--- src/rtl/mmt_pkg.sv ---
package mmt_pkg;

    typedef enum logic [1:0] {
        MODE_HALT = 2'b00,
        MODE_UP   = 2'b01,
        MODE_FREE = 2'b10,
        MODE_UPDN = 2'b11
    } mmt_mode_e;

    typedef enum logic [1:0] {
        SRC_EXT_RISE = 2'b00,
        SRC_AUX      = 2'b01,
        SRC_SUB      = 2'b10,
        SRC_EXT_FALL = 2'b11
    } mmt_src_e;

endpackage

--- src/rtl/mmt_tick_select.sv ---
module mmt_tick_select
    import mmt_pkg::*;
#(
    parameter int N_SRC = 4
) (
    input  logic       clk,
    input  logic       rst_n,
    input  logic [1:0] src_sel_i,
    input  logic       ext_lvl_i,
    input  logic       aux_tick_i,
    input  logic       sub_tick_i,
    output logic       tick_o
);

    typedef struct packed {
        logic ext_prev;
    } sel_state_t;

    sel_state_t st_d, st_q;
    logic [N_SRC-1:0] cand;
    logic rise, fall;

    always_comb begin
        st_d          = st_q;
        st_d.ext_prev = ext_lvl_i;
        rise          = ext_lvl_i & ~st_q.ext_prev;
        fall          = ~ext_lvl_i & st_q.ext_prev;
        cand                      = '0;
        cand[int'(SRC_EXT_RISE)]  = rise;
        cand[int'(SRC_AUX)]       = aux_tick_i;
        cand[int'(SRC_SUB)]       = sub_tick_i;
        cand[int'(SRC_EXT_FALL)]  = fall;
        tick_o                    = cand[src_sel_i];
    end

    always_ff @(posedge clk or negedge rst_n) begin
        if (!rst_n) begin
            st_q <= '0;
        end else begin
            st_q <= st_d;
        end
    end

endmodule

--- src/rtl/mmt_prescale.sv ---
module mmt_prescale #(
    parameter int DIV_W = 2
) (
    input  logic             clk,
    input  logic             rst_n,
    input  logic [DIV_W-1:0] div_sel_i,
    input  logic             clr_i,
    input  logic             src_tick_i,
    output logic             tick_o
);

    localparam int PRE_W = (2 ** DIV_W) - 1;

    typedef struct packed {
        logic [PRE_W-1:0] acc;
    } pre_state_t;

    pre_state_t st_d, st_q;
    logic [PRE_W-1:0] limit;
    logic at_limit;

    always_comb begin
        limit    = ~({PRE_W{1'b1}} << div_sel_i);
        at_limit = (st_q.acc == limit);
        st_d     = st_q;
        tick_o   = 1'b0;
        if (clr_i) begin
            st_d.acc = '0;
        end else if (src_tick_i) begin
            if (at_limit) begin
                st_d.acc = '0;
                tick_o   = 1'b1;
            end else begin
                st_d.acc = st_q.acc + PRE_W'(1);
            end
        end
    end

    always_ff @(posedge clk or negedge rst_n) begin
        if (!rst_n) begin
            st_q <= '0;
        end else begin
            st_q <= st_d;
        end
    end

endmodule

--- src/rtl/mmt_core.sv ---
module mmt_core
    import mmt_pkg::*;
#(
    parameter int CNT_W = 16
) (
    input  logic             clk,
    input  logic             rst_n,
    input  logic [1:0]       mode_i,
    input  logic [CNT_W-1:0] period_i,
    input  logic             clr_i,
    input  logic             wr_i,
    input  logic [CNT_W-1:0] wdata_i,
    input  logic             tick_i,
    output logic [CNT_W-1:0] cnt_o,
    output logic             down_o,
    output logic             wrap_o,
    output logic             eq_o
);

    localparam logic [CNT_W-1:0] ONE     = CNT_W'(1);
    localparam logic [CNT_W-1:0] TOP_VAL = '1;

    typedef struct packed {
        logic [CNT_W-1:0] cnt;
        logic             down;
        logic             wrap;
        logic             eq;
    } core_state_t;

    core_state_t st_d, st_q;
    logic [CNT_W-1:0] inc_v, dec_v;
    mmt_mode_e mode_e;

    always_comb begin
        mode_e    = mmt_mode_e'(mode_i);
        inc_v     = st_q.cnt + ONE;
        dec_v     = st_q.cnt - ONE;
        st_d      = st_q;
        st_d.wrap = 1'b0;
        st_d.eq   = 1'b0;
        if (clr_i) begin
            st_d.cnt  = '0;
            st_d.down = 1'b0;
        end else if (wr_i) begin
            st_d.cnt = wdata_i;
        end else if (tick_i) begin
            unique case (mode_e)
                MODE_HALT: begin
                    st_d.cnt = st_q.cnt;
                end
                MODE_UP: begin
                    st_d.down = 1'b0;
                    if (period_i == '0) begin
                        st_d.cnt = '0;
                    end else if (st_q.cnt == period_i) begin
                        st_d.cnt  = '0;
                        st_d.wrap = 1'b1;
                    end else if (st_q.cnt > period_i) begin
                        st_d.cnt = '0;
                    end else begin
                        st_d.cnt = inc_v;
                        st_d.eq  = (inc_v == period_i);
                    end
                end
                MODE_FREE: begin
                    st_d.down = 1'b0;
                    st_d.cnt  = inc_v;
                    st_d.wrap = (st_q.cnt == TOP_VAL);
                    st_d.eq   = (inc_v == period_i);
                end
                MODE_UPDN: begin
                    if (period_i == '0) begin
                        st_d.cnt  = '0;
                        st_d.down = 1'b0;
                    end else if (!st_q.down && (st_q.cnt < period_i)) begin
                        st_d.cnt = inc_v;
                        st_d.eq  = (inc_v == period_i);
                    end else if (st_q.cnt == '0) begin
                        st_d.cnt  = ONE;
                        st_d.down = 1'b0;
                        st_d.eq   = (period_i == ONE);
                    end else begin
                        st_d.cnt  = dec_v;
                        st_d.down = 1'b1;
                        if (dec_v == '0) begin
                            st_d.wrap = 1'b1;
                            st_d.down = 1'b0;
                        end
                    end
                end
                default: begin
                    st_d.cnt = st_q.cnt;
                end
            endcase
        end
    end

    always_ff @(posedge clk or negedge rst_n) begin
        if (!rst_n) begin
            st_q <= '0;
        end else begin
            st_q <= st_d;
        end
    end

    assign cnt_o  = st_q.cnt;
    assign down_o = st_q.down;
    assign wrap_o = st_q.wrap;
    assign eq_o   = st_q.eq;

endmodule

--- src/rtl/mm_timer16.sv ---
module mm_timer16
    import mmt_pkg::*;
#(
    parameter int CNT_W = 16,
    parameter int DIV_W = 2
) (
    input  logic             clk,
    input  logic             rst_n,
    input  logic [1:0]       src_sel,
    input  logic             ext_lvl,
    input  logic             aux_tick,
    input  logic             sub_tick,
    input  logic [DIV_W-1:0] div_sel,
    input  logic [1:0]       mode_sel,
    input  logic [CNT_W-1:0] period,
    input  logic             clr,
    input  logic             cnt_wr,
    input  logic [CNT_W-1:0] cnt_wdata,
    output logic [CNT_W-1:0] count,
    output logic             dir_down,
    output logic             wrap_pulse,
    output logic             eq0_pulse
);

    logic src_tick;
    logic cnt_tick;

    mmt_tick_select u_sel (
        .clk        (clk),
        .rst_n      (rst_n),
        .src_sel_i  (src_sel),
        .ext_lvl_i  (ext_lvl),
        .aux_tick_i (aux_tick),
        .sub_tick_i (sub_tick),
        .tick_o     (src_tick)
    );

    mmt_prescale #(.DIV_W(DIV_W)) u_pre (
        .clk        (clk),
        .rst_n      (rst_n),
        .div_sel_i  (div_sel),
        .clr_i      (clr),
        .src_tick_i (src_tick),
        .tick_o     (cnt_tick)
    );

    mmt_core #(.CNT_W(CNT_W)) u_core (
        .clk      (clk),
        .rst_n    (rst_n),
        .mode_i   (mode_sel),
        .period_i (period),
        .clr_i    (clr),
        .wr_i     (cnt_wr),
        .wdata_i  (cnt_wdata),
        .tick_i   (cnt_tick),
        .cnt_o    (count),
        .down_o   (dir_down),
        .wrap_o   (wrap_pulse),
        .eq_o     (eq0_pulse)
    );

endmodule

--- config.mk ---
export PLATFORM = sky130hd
export DESIGN_NAME = mm_timer16
export DESIGN_NICKNAME = d
export VERILOG_FILES = /design/src/rtl/mmt_pkg.sv /design/src/rtl/mmt_tick_select.sv /design/src/rtl/mmt_prescale.sv /design/src/rtl/mmt_core.sv /design/src/rtl/mm_timer16.sv
export SDC_FILE = /design/constraint.sdc
export NUM_CORES = 1
export LEC_CHECK = 0
export BUFFER_PORTS_ARGS = -buffer_cell sky130_fd_sc_hd__buf_2
export CORE_MARGIN = 2
export CORE_UTILIZATION = 25
export DETAILED_ROUTE_END_ITERATION = 12
export PLACE_DENSITY = 0.49
export RECOVER_POWER = 50
export SYNTH_ARGS = -nofsm -noshare
export SYNTH_HDL_FRONTEND = slang
export SYNTH_SLANG_ARGS = --single-unit
--- constraint.sdc ---
create_clock -name clk -period 3.4 [get_ports clk]
set_clock_uncertainty 0.2 [all_clocks]
set_input_delay 0.68 -clock clk [delete_from_list [all_inputs] [get_ports clk]]
set_output_delay 0.68 -clock clk [all_outputs]
set_load 0.02 [all_outputs]
==> impl_metrics.py, run 1 <==
metrics = {
    "outcome": {
        "status": "finished, final reports clean",
    },
    "timing": {
        "drv_slew": 0,
        "hold_viol": 0,
        "max_slew.worst_pin.slew_ns": 1.482,
        "fin_crit_sh_pct": 96.41,
        "finalSetupViolCount": 0,
        "max_freq_mhz": 305.1,
        "finalCriticalPeriod_ns": 3.278,
        "setup_slack_ns": 0.1220,
        "rsz0062_at_grt": "no",
        "maxSlewHeadroom_pct": 1.175,
    },
    "clock_tree": {
        "clock-sinks": 23,
        "cts_max_level": 1,
        "cts_tree": "yes",
        "cts_root_buf": "clkbuf_16",
        "cts_made_buffers": 3,
        "postCtsSetupRepairBufs": 0,
        "clock_latency_ns": 0.27,
        "cts_hold_buffers": 0,
        "cts-resized-gates": 0,
        "clock_path_buffers": 2,
        "clk_pin_slew_ns": 0.07,
    },
    "critical_path": {
        "rr_worst_depth": 8,
        "crit_path_end": "u_core.cnt_o[2]$_DFFE_PN0P_",
        "cp-start-kind": "input port",
        "cp_max_fo": 9,
        "cp.required_ns": 3.36,
        "cp-startpoint": "period[14]",
        "timing.setup.critical_path_class": "input port to flip-flop",
        "cp_data_arrival_time_ns": 3.24,
        "crit_path_end_kind": "flip-flop",
        "reg2reg_to": "u_core.down_o$_DFFE_PN0P_",
        "rrSetupSlack_ns": 0.27,
        "reg2reg_from": "u_core.cnt_o[8]$_DFFE_PN0P_",
    },
    "yosys": {
        "syn_nets": 470,
        "ys_ff_latch": 23,
        "synthArstFlopShare_pct": 100.0,
        "seq_area_frac_synth_pct": 19.07,
        "yosys_most_used_dff": "dfrtp_1",
        "synthCells": 405,
        "synth_area_um2": 3018,
        "ys.warnings.count": 0,
        "synth_edf_count": 0,
        "syn_avg_cell_area_um2": 7.452,
        "yosysUniqueCellTypes": 68,
    },
    "die": {
        "io_pins": 64,
        "die_h_um": 113.9,
        "die_w_um": 113.9,
        "row_count": 40,
        "core-area_um2": 11910,
        "start_util_pct": 25.34,
        "dieArea_um2": 12970,
    },
    "pwr": {
        "power_density_nw_per_um2": 271.2,
        "peakVddDrop_uv": 148.3,
        "leakagePower_nw": 1.652,
        "p_total_mw": 1.025,
    },
    "global_route": {
        "gr-total-overflow": 0,
        "grt_max_degree": 24,
        "grtUsageTotal_pct": 18.62,
        "grt_pass1_vias": 3481,
        "grt_pass1_wl_um": 18750,
        "antenna_found_initial": 0,
    },
    "route": {
        "dr.pass1.iters": 5,
        "viasPerCell": 5.676,
        "wl_per_cell_um": 18.74,
        "totalWireLength_um": 11920,
        "vias": 3610,
        "drtIter0Drc": 297,
        "drc_errors": 0,
        "ant_nets": 0,
    },
    "layout": {
        "drive_gt1_share_pct": 22.29,
        "fin_nets": 555,
        "fillCellCount": 1301,
        "diodes": 0,
        "fin_area_um2": 3781,
        "syn_to_final_growth_pct": 25.29,
    },
    "placement": {
        "dp_hpwl_um": 9519,
        "place_ws_ns": -0.07114,
        "place.gp.congestion": 0.9705,
        "port_buffers": 63,
        "dpl-instance-area_um2": 3719,
    },
    "hold_path": {
        "hp-class": "input port to flip-flop",
        "min_from": "ext_lvl",
    },
    "job": {
        "cap_violations": 0,
    },
}
-- synth_stat cells, drive strengths merged (2+ instances only) --
| library cell | count | area (um^2) |
|---|---|---|
| clkbuf | 16 | 62.56 |
| o31a | 2 | 17.52 |
| and2 | 3 | 18.77 |
| nor4 | 9 | 56.30 |
| a22oi | 12 | 90.09 |
| nor2 | 37 | 138.9 |
| o31ai | 11 | 82.58 |
| inv | 31 | 116.4 |
| dfrtp | 23 | 575.6 |
| mux2i | 3 | 30.03 |
| nor3 | 16 | 80.08 |
| o41ai | 2 | 25.03 |
| nor4b | 5 | 58.80 |
| ha | 20 | 250.2 |
| o221a | 2 | 22.52 |
| a2111oi | 3 | 45.04 |
| nor3b | 3 | 22.52 |
| a211oi | 10 | 80.07 |
| or3 | 6 | 37.54 |
| a31oi | 5 | 31.28 |
| o221ai | 2 | 17.52 |
| buf | 7 | 36.28 |
| nand2 | 32 | 120.1 |
| o21a | 4 | 30.03 |
| o311ai | 4 | 35.04 |
| nand4b | 2 | 17.52 |
| a21o | 5 | 37.54 |
| a211o | 3 | 26.28 |
| a21oi | 23 | 115.1 |
| o21ai | 18 | 90.09 |
| nand3 | 13 | 65.06 |
| and4 | 2 | 17.52 |
| and3 | 4 | 25.02 |
| nor2b | 5 | 31.28 |
| o211ai | 2 | 15.01 |
| nand2b | 4 | 25.02 |
| xor2 | 4 | 35.03 |
| nand4 | 12 | 81.33 |
| xnor2 | 14 | 122.6 |
| a221oi | 4 | 35.03 |
| a41o | 2 | 20.02 |
| o2111ai | 3 | 26.28 |
-- how the worst min path moves through the flow --
stage / end / slack, ns / cells past startpoint
global placement: u_pre.st_q[1]$_DFFE_PN0P_ / 0.39 / 2
detailed placement: u_pre.st_q[1]$_DFFE_PN0P_ / 0.40 / 2
floorplan: u_core.cnt_o[0]$_DFFE_PN0P_ / 0.18 / 0
finish: u_sel.st_q$_DFF_PN0_ / 0.34 / 1
CTS: u_pre.st_q[2]$_DFFE_PN0P_ / 0.24 / 1
global route: u_sel.st_q$_DFF_PN0_ / 0.34 / 1
-- where the power goes --
group / switching, mW / internal [mW] / leakage (nW)
Clock: 0.130 / 0.161 / 0.0371
Combinational: 0.257 / 0.165 / 1.31
Sequential: 0.0235 / 0.289 / 0.307
Total: 0.410 / 0.615 / 1.65
-- worst max-delay path, stage by stage --
cell and delay (ns):
buf_2 0.10, buf_4 0.15, nor4_1 0.45, nand4_1 0.33
o311ai_0 0.62, o31a_1 0.51, nor2_1 0.09, a211o_1 0.30
-- routing by layer --
layer / track usage [%] / wire length (um)
met2: 30.14 / 5502
met3: 2.604 / 946
met1: 24.99 / 5113
met4: 7.561 / 354
met5: 0 / 0
-- cells by family (layout without fill, tap and decap cells) --
logic type	Yosys count	count (layout)	share of synthesized area (%)
flops	23	23	19.07
xor+xnor	18	18	5.224
buf+inv	54	138	7.131
compound gates	127	127	30.85
fa+ha+maj	20	20	8.292
simple gates	159	159	28.07
mux	4	4	1.368
-- sequential cells by signal, indices dropped and copies added, names as in the netlist --
| register | cells |
|---|---|
| u_core.cnt_o | 16 |
| u_core.wrap_o | 1 |
| u_sel.st_q | 1 |
| u_pre.st_q | 3 |
| u_core.down_o | 1 |
| u_core.eq_o | 1 |
-- placed cells by master (no fill, tap or decap), drive strengths merged, types with 14 or more instances in the layout --
cell	count
nand2	32
a21oi	23
ha	20
inv	31
nor3	16
xnor2	14
dfrtp	23
nor2	37
o21ai	18
buf	93
-- cell type report --
class	count	area [um^2]	share of cell area (%)
Inverter	31	116.4	3.077
Sequential cell	23	575.6	15.22
Clock inverter	1	7.507	0.1985
Multi-Input combinational cell	328	2227	58.90
Clock buffer	3	75.07	1.985
Timing Repair Buffer	103	595.6	15.75
Tap cell	147	183.9	4.864
-- metrics by stage --
step	util (%)	setup TNS, ns	instances	hold WS [ns]
2_1_floorplan	-	0	405	0.1844
3_3_place_gp	31.22	-1.041	632	0.3854
3_5_place_dp	31.22	-0.1312	632	0.4042
4_1_cts	31.91	0	636	0.2415
5_1_grt	31.74	0	636	0.3380
6_report	31.74	0	636	0.3353
No activity file was read; power rests on OpenSTA's default activity.
==> inputs of run 2 (changes only) <==
- PLACE_DENSITY: 0.49 -> 0.48
- SYNTH_HIERARCHICAL: not set -> 1
==> run 2 against run 1 <==
The flow now finishes with violations (capacitance limit, slew limit). Setup slack lost 0.056 ns. Clock-buffer cell count grew 1. Synthesized area grew 8.0%. Critical endpoint is now u_core/cnt_o[14]$_DFFE_PN0P_. Register-to-register slack lost 0.16 ns. Synthesized cell count grew 3.0%. Combinational power grew 2%. Sequential share of layout area shrank 1.4 points. Final cell count grew 9.7%.
==> impl_metrics.py, run 2 <==
metrics = {
    "critical_path": {
        "cp-start-kind": "input port",
        "cp_data_arrival_time_ns": 3.34,
        "path_buf_inv": 3,
        "reg2reg_from": "u_core/cnt_o[6]$_DFFE_PN0P_",
        "timing.setup.critical_path_class": "input port to flip-flop",
        "cp_max_fo": 4,
        "reg2reg_to": "u_core/cnt_o[14]$_DFFE_PN0P_",
        "cp.required_ns": 3.40,
        "crit_family": "simple AND/OR/NAND/NOR gates",
        "critPathSlowestCell": "or4_2",
        "path_cells": "buf_2, inv_1, ha_1, nand4_1, or4_2, nand3_1, buf_4, nor2_1, or4_1, a31oi_1, o211a_1",
        "rr_worst_depth": 10,
        "cpPeakStageDelay_ns": 0.74,
        "crit_path_end_kind": "flip-flop",
        "rrSetupSlack_ns": 0.11,
    },
    "placement": {
        "placedCellCount": 691,
        "dp_hpwl_um": 9969,
        "place.gp.congestion": 0.8911,
        "port_buffers": 63,
    },
    "hold_path": {
        "min_from": "ext_lvl",
        "hp-class": "input port to flip-flop",
        "worstHoldPathCells": 1,
        "hold_end": "u_sel/st_q$_DFF_PN0_",
    },
    "pwr": {
        "power_density_nw_per_um2": 242.1,
        "peakVddDrop_uv": 193.0,
        "leakagePower_nw": 1.893,
    },
    "clock_tree": {
        "cts_tree": "yes",
        "clock_latency_ns": 0.27,
        "clock_path_buffers": 2,
        "cts_hold_buffers": 0,
        "cts_max_level": 1,
        "cts_root_buf": "clkbuf_16",
        "clk_pin_slew_ns": 0.07,
        "cts_made_buffers": 3,
        "clock-sinks": 23,
    },
    "timing": {
        "max_slew.worst_pin.slew_ns": 1.507,
        "finalSetupViolCount": 0,
        "fin_crit_sh_pct": 98.07,
        "max_freq_mhz": 299.9,
        "drv_slew": 24,
        "finalCriticalPeriod_ns": 3.334,
        "maxSlewHeadroom_pct": -0.4770,
        "hold_viol": 0,
        "hold_ws_ns": 0.3499,
    },
    "yosys": {
        "synth_edf_count": 0,
        "synth_top_family_by_area": "simple AND/OR/NAND/NOR gates",
        "synthArstFlopShare_pct": 100.0,
        "ys_ff_latch": 23,
        "yosys_most_used_dff": "dfrtp_1",
        "synth_area_um2": 3259,
        "synthSimpleGateAreaFrac_pct": 29.29,
        "syn_avg_cell_area_um2": 7.816,
        "yosysUniqueCellTypes": 79,
        "synth.area.mux_share_pct": 0.6910,
        "yosysTopAreaCellShare_pct": 17.66,
        "synthTopCellsByArea": "dfrtp_1, ha_1, xnor2_1",
        "ys.warnings.count": 6,
        "synth_compound_area_share_pct": 24.88,
        "synth_commonest_cells": "nand2_1, nor2_1, inv_1",
        "syn_nets": 487,
        "yosysTopAreaCell": "dfrtp_1",
        "synth_fa_ha_area_share_pct": 9.597,
        "synthCells": 417,
        "seq_area_frac_synth_pct": 17.66,
        "synthMostInstantiatedCell": "nand2_1",
        "synth_xor_area_share_pct": 8.061,
    },
    "job": {
        "cap_violations": 1,
    },
    "layout": {
        "final_cell_mix": "buf_4, buf_2, nand2_1",
        "finalNonFillerCells": 698,
        "drive_gt1_share_pct": 28.52,
        "diodes": 0,
        "syn_to_final_growth_pct": 28.14,
        "largest_register_ffs": 16,
        "mostFrequentLayoutCell": "buf_4",
        "fin_nets": 597,
    },
    "route": {
        "wl_per_cell_um": 18.02,
        "drtIter0Drc": 312,
        "viasPerCell": 5.330,
        "vias": 3720,
        "ant_nets": 0,
        "totalWireLength_um": 12580,
        "drc_errors": 0,
        "dr.pass1.iters": 6,
    },
    "global_route": {
        "antenna_found_initial": 0,
        "grt_pass1_wl_um": 20260,
        "grtUsageTotal_pct": 18.12,
        "grt_max_degree": 24,
        "grt_pass1_vias": 3795,
        "gr-total-overflow": 0,
    },
    "die": {
        "row_count": 41,
        "die_w_um": 118.2,
        "dieArea_um2": 13970,
        "die_h_um": 118.2,
        "core-area_um2": 12670,
        "start_util_pct": 25.72,
        "io_pins": 64,
    },
    "outcome": {
        "status": "complete, but fails checks",
        "violations": "capacitance limit, slew limit",
    },
}
[run 2: changes by cell type after synthesis, moves of 5 or more]
cell / before / now
or4_1: 0 / 6
o31ai_1: 11 / 4
ha_1: 20 / 25
clkbuf_1: 14 / 5
nor2_1: 37 / 29
nand2_1: 32 / 40
o21ai_0: 16 / 22
clkbuf_8: 0 / 5
buf_6: 0 / 6
a22oi_1: 12 / 4
nand3_1: 13 / 21
a211oi_1: 9 / 0
xnor2_1: 14 / 23
[run 2: power breakdown]
part	leakage, nW	internal (mW)	total, mW	switching, mW
clock	0.0382	0.161	0.280	0.119
combinational	1.54	0.186	0.429	0.243
sequential	0.311	0.285	0.302	0.0168
total	1.89	0.632	1.01	0.380
[run 2: layer usage]
layer / wire length, um / part of all wire, % / global-route usage [%] / vias up
met4: 344 / 2.7 / 5.572 / 0
met3: 729 / 5.8 / 2.654 / 24
met1: 5447 / 43 / 23.11 / 1774
li1: - / - / - / 1777
met2: 6058 / 48 / 31.39 / 145
met5: 0 / 0 / 0 / -
[run 2: cell type report]
class                   count  area (um^2)
fillers                  1361         8494
multi-input cells         341         2402
repair buffers            130        799.5
flip-flops and latches     23        575.6
well taps                 172        215.2
inverters                  28        105.1
clock buffers               4        78.83
[run 2: through the flow]
| stage | setup slack [ns] | util, % | cell area, um^2 | power (mW) | TNS [ns] |
|---|---|---|---|---|---|
| 6_report | 0.06558 | 32.96 | 4177 | 1.011 | 0 |
| 5_1_grt | -0.004302 | 32.96 | 4177 | 1.075 | -0.004302 |
| 4_1_cts | 0.003934 | 32.68 | 4140 | 1.018 | 0 |
| 3_5_place_dp | -0.2916 | 32.00 | 4055 | 0.7287 | -3.353 |
| 3_3_place_gp | -0.1584 | 32.00 | 4055 | 0.7234 | -1.768 |
| 2_1_floorplan | 0.2122 | - | 3259 | 0.5596 | 0 |
[run 2: worst max path at each step]
stage | from | end | slack [ns] | depth (start not counted)
2_1_floorplan | period[15] | u_core/cnt_o[9]$_DFFE_PN0P_ | 0.21 | 11
3_3_place_gp | period[15] | u_core/cnt_o[12]$_DFFE_PN0P_ | -0.16 | 11
3_5_place_dp | period[15] | u_core/cnt_o[8]$_DFFE_PN0P_ | -0.29 | 11
4_1_cts | period[15] | u_core/cnt_o[3]$_DFFE_PN0P_ | 0.004 | 11
5_1_grt | u_core/cnt_o[6]$_DFFE_PN0P_ | u_core/cnt_o[3]$_DFFE_PN0P_ | -0.004 | 10
6_report | period[14] | u_core/cnt_o[14]$_DFFE_PN0P_ | 0.07 | 11
[run 2: kinds of logic after synthesis]
kind of cell | Yosys count
mux | 1
fa+ha+maj | 25
buf+inv | 53
simple gates | 171
xor+xnor | 30
flops | 23
compound gates | 114
[run 2: what timing repair did]
item / in CTS / in global routing
gates resized for setup: 1 / 7
pin swaps: 0 / 4
endpoints found under the setup margin: 1 / 16
buffers inserted: 0 / 3
